--- src/rtl/mlc_pkg.sv ---
package mlc_pkg;
  localparam int LUT_IN   = 4;
  localparam int LUT_BITS = 1 << LUT_IN;
  localparam int SUB_IN   = LUT_IN - 1;
  localparam int SUB_BITS = 1 << SUB_IN;

  typedef enum logic [1:0] {
    MODE_GENERAL = 2'd0,
    MODE_ADDER   = 2'd1,
    MODE_UPDN    = 2'd2,
    MODE_CLRCNT  = 2'd3
  } mlc_mode_e;

  // counter result table, select = {enable, carry_in, q}
  function automatic logic [SUB_BITS-1:0] cnt_sum_tbl();
    logic [SUB_BITS-1:0] t;
    logic [SUB_IN-1:0]   k;
    for (int i = 0; i < SUB_BITS; i++) begin
      k    = SUB_IN'(i);
      t[i] = k[0] ^ (k[1] & k[2]);
    end
    return t;
  endfunction

  // counter carry table, select = {up, carry_in, q}
  function automatic logic [SUB_BITS-1:0] cnt_carry_tbl();
    logic [SUB_BITS-1:0] t;
    logic [SUB_IN-1:0]   k;
    for (int i = 0; i < SUB_BITS; i++) begin
      k    = SUB_IN'(i);
      t[i] = k[2] ? (k[0] & k[1]) : (~k[0] & k[1]);
    end
    return t;
  endfunction
endpackage

--- src/rtl/mlc_lut.sv ---
module mlc_lut #(
  parameter int IN_W = 4
) (
  input  logic [(1<<IN_W)-1:0] tbl,
  input  logic [IN_W-1:0]      sel,
  output logic                 y
);
  assign y = tbl[sel];
endmodule

--- src/rtl/mlc_cascade.sv ---
module mlc_cascade (
  input  logic f,
  input  logic chain_in,
  input  logic use_or,
  output logic y
);
  // OR is formed as an inverted AND of inverted terms
  always_comb begin
    if (use_or) y = ~(~f & ~chain_in);
    else        y = f & chain_in;
  end
endmodule

--- src/rtl/mlc_next.sv ---
module mlc_next
  import mlc_pkg::*;
(
  input  mlc_mode_e mode,
  input  logic      pack,
  input  logic      merged,
  input  logic      f,
  input  logic      d2,
  input  logic      d3,
  input  logic      d4,
  output logic      nxt
);
  logic loaded;
  assign loaded = d4 ? f : d3;

  always_comb begin
    unique case (mode)
      MODE_GENERAL: nxt = pack ? d4 : merged;
      MODE_ADDER:   nxt = merged;
      MODE_UPDN:    nxt = loaded;
      MODE_CLRCNT:  nxt = loaded & d2;
      default:      nxt = merged;
    endcase
  end
endmodule

--- src/rtl/mlc_cell.sv ---
module mlc_cell
  import mlc_pkg::*;
#(
  parameter logic RST_VAL = 1'b0
) (
  input  logic                clk,
  input  logic                rst,
  input  logic [1:0]          cfg_mode,
  input  logic [LUT_BITS-1:0] cfg_table,
  input  logic                cfg_cin_sel,
  input  logic                cfg_casc_or,
  input  logic                cfg_pack,
  input  logic                cfg_loc_reg,
  input  logic                cfg_glb_reg,
  input  logic                clk_en,
  input  logic                d1,
  input  logic                d2,
  input  logic                d3,
  input  logic                d4,
  input  logic                carry_in,
  input  logic                casc_in,
  output logic                carry_out,
  output logic                casc_out,
  output logic                loc_out,
  output logic                glb_out
);
  localparam logic [SUB_BITS-1:0] CNT_SUM   = cnt_sum_tbl();
  localparam logic [SUB_BITS-1:0] CNT_CARRY = cnt_carry_tbl();
  localparam int HALVES = 2;

  mlc_mode_e mode;
  assign mode = mlc_mode_e'(cfg_mode);

  logic q_r;
  logic f, merged, nxt, y4, up;
  logic [LUT_IN-1:0]   sel4;
  logic [SUB_BITS-1:0] sub_tbl [HALVES];
  logic [SUB_IN-1:0]   sub_sel [HALVES];
  logic                sub_y   [HALVES];

  // single 4-input table for the general mode
  assign sel4 = {d4, (cfg_cin_sel ? carry_in : d3), d2, d1};
  mlc_lut #(.IN_W(LUT_IN)) u_lut4 (.tbl(cfg_table), .sel(sel4), .y(y4));

  // split tables: half 0 gives the result, half 1 gives the carry
  assign up = (mode == MODE_CLRCNT) ? 1'b1 : d2;
  always_comb begin
    if (mode == MODE_ADDER) begin
      sub_tbl[0] = cfg_table[SUB_BITS-1:0];
      sub_tbl[1] = cfg_table[LUT_BITS-1:SUB_BITS];
      sub_sel[0] = {carry_in, d2, d1};
      sub_sel[1] = {carry_in, d2, d1};
    end else begin
      sub_tbl[0] = CNT_SUM;
      sub_tbl[1] = CNT_CARRY;
      sub_sel[0] = {d1, carry_in, q_r};
      sub_sel[1] = {up, carry_in, q_r};
    end
  end

  for (genvar g = 0; g < HALVES; g++) begin : g_half
    mlc_lut #(.IN_W(SUB_IN)) u_lut3 (
      .tbl(sub_tbl[g]), .sel(sub_sel[g]), .y(sub_y[g])
    );
  end

  assign f         = (mode == MODE_GENERAL) ? y4 : sub_y[0];
  assign carry_out = (mode == MODE_GENERAL) ? 1'b0 : sub_y[1];

  mlc_cascade u_casc (.f(f), .chain_in(casc_in), .use_or(cfg_casc_or), .y(merged));
  assign casc_out = merged;

  mlc_next u_next (
    .mode(mode), .pack(cfg_pack), .merged(merged), .f(f),
    .d2(d2), .d3(d3), .d4(d4), .nxt(nxt)
  );

  always_ff @(posedge clk) begin
    if (rst)         q_r <= RST_VAL;
    else if (clk_en) q_r <= nxt;
  end

  assign loc_out = cfg_loc_reg ? q_r : merged;
  assign glb_out = cfg_glb_reg ? q_r : merged;
endmodule

--- config.mk ---
export PLATFORM = sky130hd
export DESIGN_NAME = mlc_cell
export DESIGN_NICKNAME = d
export VERILOG_FILES = /design/src/rtl/mlc_pkg.sv /design/src/rtl/mlc_lut.sv /design/src/rtl/mlc_cascade.sv /design/src/rtl/mlc_next.sv /design/src/rtl/mlc_cell.sv
export SDC_FILE = /design/constraint.sdc
export NUM_CORES = 1
export LEC_CHECK = 0
export BUFFER_PORTS_ARGS = -buffer_cell sky130_fd_sc_hd__buf_2
export CORE_AREA = 8 8 45 47
export CTS_CLUSTER_SIZE = 14
export DETAILED_ROUTE_END_ITERATION = 8
export DIE_AREA = 0 0 53 55
export GPL_TIMING_DRIVEN = 0
export PLACE_DENSITY = 0.75
export RECOVER_POWER = 100
export SETUP_SLACK_MARGIN = 0.02
export SLEW_MARGIN = 40
export SYNTH_ARGS = -nofsm -noshare
export SYNTH_HDL_FRONTEND = slang
export SYNTH_SLANG_ARGS = --single-unit
--- constraint.sdc ---
create_clock -name clk -period 2.6 [get_ports clk]
set_clock_uncertainty 0.15 [all_clocks]
set_input_delay 0.39 -clock clk [delete_from_list [all_inputs] [get_ports clk]]
set_output_delay 0.39 -clock clk [all_outputs]
set_load 0.02 [all_outputs]
-- After elaboration in Yosys (flattened, before gate mapping)
Index checks and enable logic that the tools add are counted.
- magnitude comparators: 3
- eq/ne operators: 3
- multiplexer cells: 18
- bitwise gates (word level): 6
- reduce and logical (&&, ||, !) cells: 1
- operators by type and width (kind ; count):
    $mux W16 ; 1
    $mux W1 ; 12
    $lt A3 B4 Y1 const B ; 2
    $bmux W1 S3 ; 2
    $mux W6 ; 1
    $lt A4 B5 Y1 const B ; 1
    $bmux W1 S4 ; 1
    $eq A2 B2 Y1 const B ; 2
    $pmux W1 S4 ; 1
    $and A1 B1 Y1 ; 3
    $not A1 Y1 ; 3
    $eq A2 B1 Y1 const B ; 1
    $logic_not A2 Y1 ; 1
- register bits: 1
- bits of input ports: 32
- output and inout port bits: 4
- word-level logic and storage cells: 32

-- Logic depth before layout (Yosys ltp)
Gate-level depths: netlist (run 1).
- word-level depth: 12
- depth in mapped cells: 7
- depth with buffers taken out: 6

-- By module
A second synthesis (run 1) with hierarchy kept.
- cell total of the unflattened synthesis: 54
- area total of the unflattened synthesis: 594.3 µm²
- by module, submodules not included (module ; instances ; cells an instance ; area each (µm²) ; sequential area each (µm²)):
    mlc_cell ; 1 ; 34 ; 276.5 ; 20.0
    mlc_lut (u_lut4) ; 1 ; 7 ; 135.1 ; 0.0
    mlc_lut (g_half[0].u_lut3 ...) ; 2 ; 3 ; 63.8 ; 0.0
    mlc_next ; 1 ; 6 ; 43.8 ; 0.0
    mlc_cascade ; 1 ; 1 ; 11.3 ; 0.0

-- Worst setup path after synthesis (run 1)
Ideal clock, no wire load.
- kind: in2out
- start: in d2
- end: out glb_out
- arrival: 1.848 ns
- required time: 2.060 ns
- slack: 0.212 ns
- stages on the path: 7
- buffers on the path: 1
- path through: buf_2 -> mux4_2 -> mux2i_1 -> nor2_1 -> a221o_1 -> o22ai_2 -> o21ai_1
- longest elaborated chain between the ends: 9
- RTL lines (what ; line ; text):
    start: declaration ; mlc_cell.sv:17 ; input logic d2,
    $mux W6 ; mlc_cell.sv:48 ; if (mode == MODE_ADDER) begin
    $bmux W1 S3 ; mlc_lut.sv:8 ; assign y = tbl[sel];
    $mux W1 (not written as such) ; mlc_lut.sv:8 ;
    $mux W1 * ; mlc_cell.sv:67 ; assign f = (mode == MODE_GENERAL) ? y4 : sub_y[0];
    $not A1 Y1 ; mlc_cascade.sv:9 ; if (use_or) y = ~(~f & ~chain_in);
    $and A1 B1 Y1 ; mlc_cascade.sv:9 ;
    $not A1 Y1 ; mlc_cascade.sv:9 ;
    $mux W1 * ; mlc_cascade.sv:9 ;
    $mux W1 * ; mlc_cell.sv:84 ; assign glb_out = cfg_glb_reg ? q_r : merged;
    end: declaration ; mlc_cell.sv:25 ; output logic glb_out
Mark *: on every way between the ends. The rest lies on a longest branch, timed or not. The select of a mux whose other input is x is not followed.

-- Worst setup path in the final report (run 1)
- start: in d1
- end: out loc_out
- longest elaborated chain between the ends: 9
- RTL lines (what ; line ; text):
    start: declaration ; mlc_cell.sv:16 ; input logic d1,
    $mux W6 ; mlc_cell.sv:48 ;
    $bmux W1 S3 ; mlc_lut.sv:8 ;
    $mux W1 (not written as such) ; mlc_lut.sv:8 ;
    $mux W1 * ; mlc_cell.sv:67 ;
    $not A1 Y1 ; mlc_cascade.sv:9 ;
    $and A1 B1 Y1 ; mlc_cascade.sv:9 ;
    $not A1 Y1 ; mlc_cascade.sv:9 ;
    $mux W1 * ; mlc_cascade.sv:9 ;
    $mux W1 * ; mlc_cell.sv:83 ; assign loc_out = cfg_loc_reg ? q_r : merged;
    end: declaration ; mlc_cell.sv:24 ; output logic loc_out,
Marked as above.

==> metrics.md, run 1 <==
| Metric | Value |
|---|---|
| Crit path time final | 2.49 ns |
| Post-synth EDFFs | 0 |
| Ant. Diodes | 0 |
| Detailed Place HPWL | 1240 um |
| Top Registers | q_r x1 |
| R2R setup slack | 1.12 ns |
| Hold depth | 2 |
| Seq/Total Area, Yosys | 4.03% |
| Clock-pin slew on the worst setup and hold paths | 0 ns |
| CP Max Fanout | 8 |
| First-pass GRT wire length | 2260 um |
| CP endpoint kind | output pin |
| Crit path max-delay family | multiplexers |
| GRT Overall Usage | 9.29% |
| Row count | 14 |
| Max Freq | 402 MHz |
| Final hold violation count | 0 |
| Fin Setup TNS | 0 ns |
| Tightest Pin Transition | 0.317 ns |
| Outcome | complete, no violations |
| Area post-placement | 682 um^2 |
| Initial antenna violation count | 0 |
| Die ar. | 2920 um^2 |
| Hold_sp | rst |
| CP Class | input pin to output pin |
| Ys flop type | dfxtp_1 |
| Via count | 565 |
| Syn Nets | 82 |
| R2R Path Start | q_r |
| Post-route setup slack | 0.115 ns |
| Lkg Pwr | 0.324 nW |
| Largest net degree at the start of global routing | 10 |
| Synth warn | 0 |
| Port buffer count | 33 |
| Worst r2r path cells | 5 |
| Die Width | 53 um |
| Critical Path Max Stage Delay | 0.54 ns |
| Worst Setup Start Kind | input pin |
| Final worst path period share | 95.6% |
| Fin area | 684 um^2 |
| P&R area growth vs syn | 37.8% |
| Power per cell area | 212 nW/um^2 |
| DRC | 0 |
| Gate Count Post-Synth | 50 |
| RSZ-0062 raised after global routing | no |
| Fin. max-slew vios | 0 |
| First-pass DRT Iterations | 4 |
| Required time of the critical path | 2.06 ns |
| Die height | 55 um |
| Core area | 1380 um^2 |
| Slowest cell on the critical path | mux4_1 |
| GP Congestion | 0.772 |
| Clk_lat worst skew | 0 ns |
| Max Cap Viol | 0 |
| Final core occ | 49.5% |
| Largest register FFs | 1 |
| Final Setup Violations | 0 |
| Max IR drop VDD | 0.0804 mV |
| Post-CTS setup buffer count | 0 |
| Hold Crit Class | input pin to flop |
| Vias in the first global route | 553 |
| Yosys reg bits | 1 |
| Worst path bufs/invs | 2 |
| # resized after CTS | 0 |
| Drt wl/cell | 14.3 um |
| Vias/cell | 5.71 |
| Share of cells above drive strength 1 | 53.0% |
| Synth unique cells | 27 |
| CTS Hold Bufs | 0 |
| Overflow after GRT | 0 |
| Worst slack, placed | 0.0421 ns |
| Asr flop ratio synth | 0% |
| Iteration-0 DRC Markers | 14 |
| Arrival @ worst endpoint | 1.95 ns |
| R2r endpoint | q_r |
| Final net count | 117 |
| Ports | 36 |
| Max-slew headroom | 78.2% |
| Post-Syn Area | 497 um^2 |
| Hold Path End | q_r |
| Crit-path most repeated cell | o22ai_2 |
| Routed WL | 1420 um |
| WHS | 0.412 ns |
| Syn avg cell area | 9.93 um^2 |
| Biggest register | q_r |
| Starting density of the core | 35.9% |
| Worst path cell trace | buf_6 > mux4_1 > mux2_2 > o22ai_2 > nor4_2 > o22ai_2 > o21ai_1 > clkbuf_2 |
| ANT nets after route | 0 |
-- worst max path at each step --
stage,cells after the start,startpoint,slack (ns),endpoint
global route,8,d2,0.03,loc_out
detailed placement,8,d2,0.04,loc_out
floorplan,7,d2,0.21,glb_out
CTS,8,d2,0.04,loc_out
global placement,8,d2,0.04,glb_out
finish,8,d1,0.11,loc_out
-- worst reg2reg max path, cell delays in order (launching register included) --
cell and delay [ns]:
dfxtp_1 0.28, clkbuf_1 0.27, xnor2_1 0.19, a41oi_1 0.13, and3_1 0.18, a211oi_1 0.19
-- routing by layer --
layer / share of wire, % / track usage [%] / up-vias
met5: 0 / 0 / -
met4: 0 / 0 / 0
met3: 14 / 3.21 / 0
met2: 42 / 15.0 / 31
met1: 44 / 12.4 / 259
li1: - / - / 275
-- metrics by stage --
stage	instances	total power, W
after detailed placement	99	0.000145
after global placement	99	0.000143
after global routing	99	0.000156
final	99	0.000145
after floorplan	50	0.0000990
after CTS	99	0.000146
-- cell usage after synthesis (2+ instances only) --
cell      n  area (um^2)
o21ai_1   2         10.0
nand2_1   6         22.5
mux4_1    3         78.8
mux2i_1   6         60.1
mux2_2    2         22.5
inv_1     2         7.51
nor2_1    2         7.51
mux4_2    4         90.1
nand2b_1  2         12.5
xnor2_1   2         17.5
o22ai_1   2         12.5
o22ai_2   2         25.0
-- kinds of logic (layout without fill, tap and decap cells) --
group                     Yosys count  count (layout)  share of synthesized area [%]
and+or+nand+nor                    15              15                           17.1
muxes                              15              15                           50.6
DFF                                 1               1                           4.03
buffers and inverters               5              38                           5.54
AOI/OAI and AO/OA                  12              12                           19.1
xor gates and xnor gates            2               2                           3.53
-- final cells by class --
type	instances	area, um^2
inverter	2	7.51
tap	16	20.0
fill	137	699
sequential	1	20.0
multi-input combinational	44	449
buffer	3	22.5
timing repair buffer	33	165
-- layout by cell type, fill, tap and decap left out, drive strengths merged, types with 2 or more instances in the layout --
master  netlist  layout
o22ai         4       4
mux4          7       7
mux2i         6       6
mux2          2       2
o21ai         2       2
nor2          2       2
nand2         6       6
clkbuf        1       4
xnor2         2       2
nand2b        2       2
buf           2      32
inv           2       2
-- power breakdown --
group	internal [W]	leakage [nW]	switching (W)	total, W
sequential	0.0000169	0.00830	0.000000253	0.0000172
combinational	0.0000674	0.316	0.0000607	0.000128
clock	0	0	0	0
total	0.0000844	0.324	0.0000610	0.000145
Note: power is estimated with default switching activity, not from simulation.
==> run 2: changes to the inputs <==
--- a/config.mk
+++ b/config.mk
@@ -11,6 +11,7 @@
 export DETAILED_ROUTE_END_ITERATION = 8
 export DIE_AREA = 0 0 53 55
 export GPL_TIMING_DRIVEN = 0
+export MAX_ROUTING_LAYER = met4
 export PLACE_DENSITY = 0.75
 export RECOVER_POWER = 100
 export SETUP_SLACK_MARGIN = 0.02
==> run 2 against run 1 <==
Routed wire length grew 0.63%. Global-route usage is 0.28 points higher. Die area stayed put. Hold slack hardly changed. Core utilization is the same. Register-to-register slack about the same. Critical path type unchanged. Largest cell class unchanged. Highest routed layer unchanged.
==> metrics.md, run 2 (synthesis gave the netlist of run 1 again) <==
| Metric | Value |
|---|---|
| Die Width | 53 um (unchanged) |
| Overflow after GRT | 0 (unchanged) |
| Via count | 563 (-0.35%) |
| Power per cell area | 213 nW/um^2 (about the same) |
| GRT Overall Usage | 9.58% (+0.28 points) |
| Fin area | 684 um^2 (unchanged) |
| First-pass DRT Iterations | 4 (unchanged) |
| Biggest register | q_r |
| # fillers | 137 (unchanged) |
| Routed WL | 1430 um (+0.63%) |
| Final worst path period share | 95.7% (+0.16 points) |
| CP endpoint kind | output pin |
| Detailed Place HPWL | 1240 um (unchanged) |
| ANT nets after route | 0 (unchanged) |
| Starting density of the core | 35.9% (unchanged) |
| Clock-pin slew on the worst setup and hold paths | 0 ns (unchanged) |
| Final core occ | 49.5% (unchanged) |
| CTS Hold Bufs | 0 (unchanged) |
| CP Max Fanout | 8 (unchanged) |
| Largest net degree at the start of global routing | 10 (unchanged) |
| Drt wl/cell | 14.4 um (+0.63%) |
| Fin. max-slew vios | 0 (unchanged) |
| Initial antenna violation count | 0 (unchanged) |
| Max-slew headroom | 78.3% (+0.080 points) |
| Most frequent cells in the layout | buf_2, nand2_1, mux2i_1 |
| Hold Crit Class | input pin to flop |
| Crit path time final | 2.49 ns (+0.00423 ns) |
| Core area | 1380 um^2 (unchanged) |
| Final Setup Violations | 0 (unchanged) |
| Required time of the critical path | 2.06 ns (about the same) |
| Tightest Pin Transition | 0.316 ns (-0.00116 ns) |
| Placed Cells | 99 (unchanged) |
| Outcome | complete, no violations |
| RSZ-0062 raised after global routing | no |
| Iteration-0 DRC Markers | 10 (-4) |
| Top Registers | q_r x1 |
| Final net count | 117 (unchanged) |
| Non-Filler Instances | 99 (unchanged) |
| # resized after CTS | 0 (unchanged) |
| Fin Setup TNS | 0 ns (unchanged) |
| Vias in the first global route | 553 (unchanged) |
| First-pass GRT wire length | 2260 um (unchanged) |
| Row count | 14 (unchanged) |
| Max Cap Viol | 0 (unchanged) |
| Overall power | 0.000145 W (about the same) |
| GP Congestion | 0.782 (+1.3%) |
| Arrival @ worst endpoint | 1.95 ns (about the same) |
| Ant. Diodes | 0 (unchanged) |
| Vias/cell | 5.69 (-0.35%) |
| P&R area growth vs syn | 37.8% (unchanged) |
| Ports | 36 (unchanged) |
| Port buffer count | 33 (unchanged) |
| Post-CTS setup buffer count | 0 (unchanged) |
| Die height | 55 um (unchanged) |
| Most common cell after layout, fill and taps aside | buf_2 |
| DRC | 0 (unchanged) |
| Final hold violation count | 0 (unchanged) |
| Area post-placement | 682 um^2 (unchanged) |
| CP Class | input pin to output pin |
| Worst Setup Start Kind | input pin |
| Die ar. | 2920 um^2 (unchanged) |
| Lkg Pwr | 0.324 nW (unchanged) |
| Largest register FFs | 1 (unchanged) |
| Max IR drop VDD | 0.0805 mV (about the same) |
| Max Freq | 402 MHz (-0.17%) |
| Share of cells above drive strength 1 | 53.0% (unchanged) |
| Clk_lat worst skew | 0 ns (unchanged) |
run 2: cell counts in the layout (fill, tap and decap cells not counted):
Identical to the previous run, type by type.
run 2: worst max-delay path, cell delays in order:
cell	delay (ns)
buf_6	0.11
mux4_1	0.54
mux2_2	0.29
o22ai_2	0.16
nor4_2	0.07
o22ai_2	0.16
o21ai_1	0.08
clkbuf_2	0.15
run 2: final timing paths:
kind,start,to,slack (ns),cells past startpoint
max reg2reg,q_r,q_r,1.12,5
max,d1,loc_out,0.11,8
min reg2reg,q_r,q_r,0.54,3
min,rst,q_r,0.41,2
run 2: per-layer routing:
| layer | part of all wire (%) | track usage [%] |
|---|---|---|
| met4 | 0 | 0 |
| met2 | 41 | 15.0 |
| met1 | 46 | 13.1 |
| met5 | 0 | - |
| met3 | 12 | 1.87 |
run 2: final cells by class:
cell class | count | area [um^2] | area share (%)
Buffer | 3 | 22.5 | 3.29
Inverter | 2 | 7.51 | 1.10
Multi-Input combinational cell | 44 | 449 | 65.6
Sequential cell | 1 | 20.0 | 2.93
Tap cell | 16 | 20.0 | 2.93
Timing Repair Buffer | 33 | 165 | 24.1
run 2: report_power, final:
part           leakage, nW  switching (W)   total, W  internal (W)
clock network            0              0          0             0
logic                0.316      0.0000609   0.000128     0.0000674
registers          0.00830    0.000000253  0.0000172     0.0000169
run 2: metrics by stage:
step	hold slack, ns	setup slack [ns]
2_1_floorplan	0.318	0.212
3_3_place_gp	0.409	0.0423
6_report	0.412	0.111
3_5_place_dp	0.412	0.0421
5_1_grt	0.418	0.0253
4_1_cts	0.413	0.0387
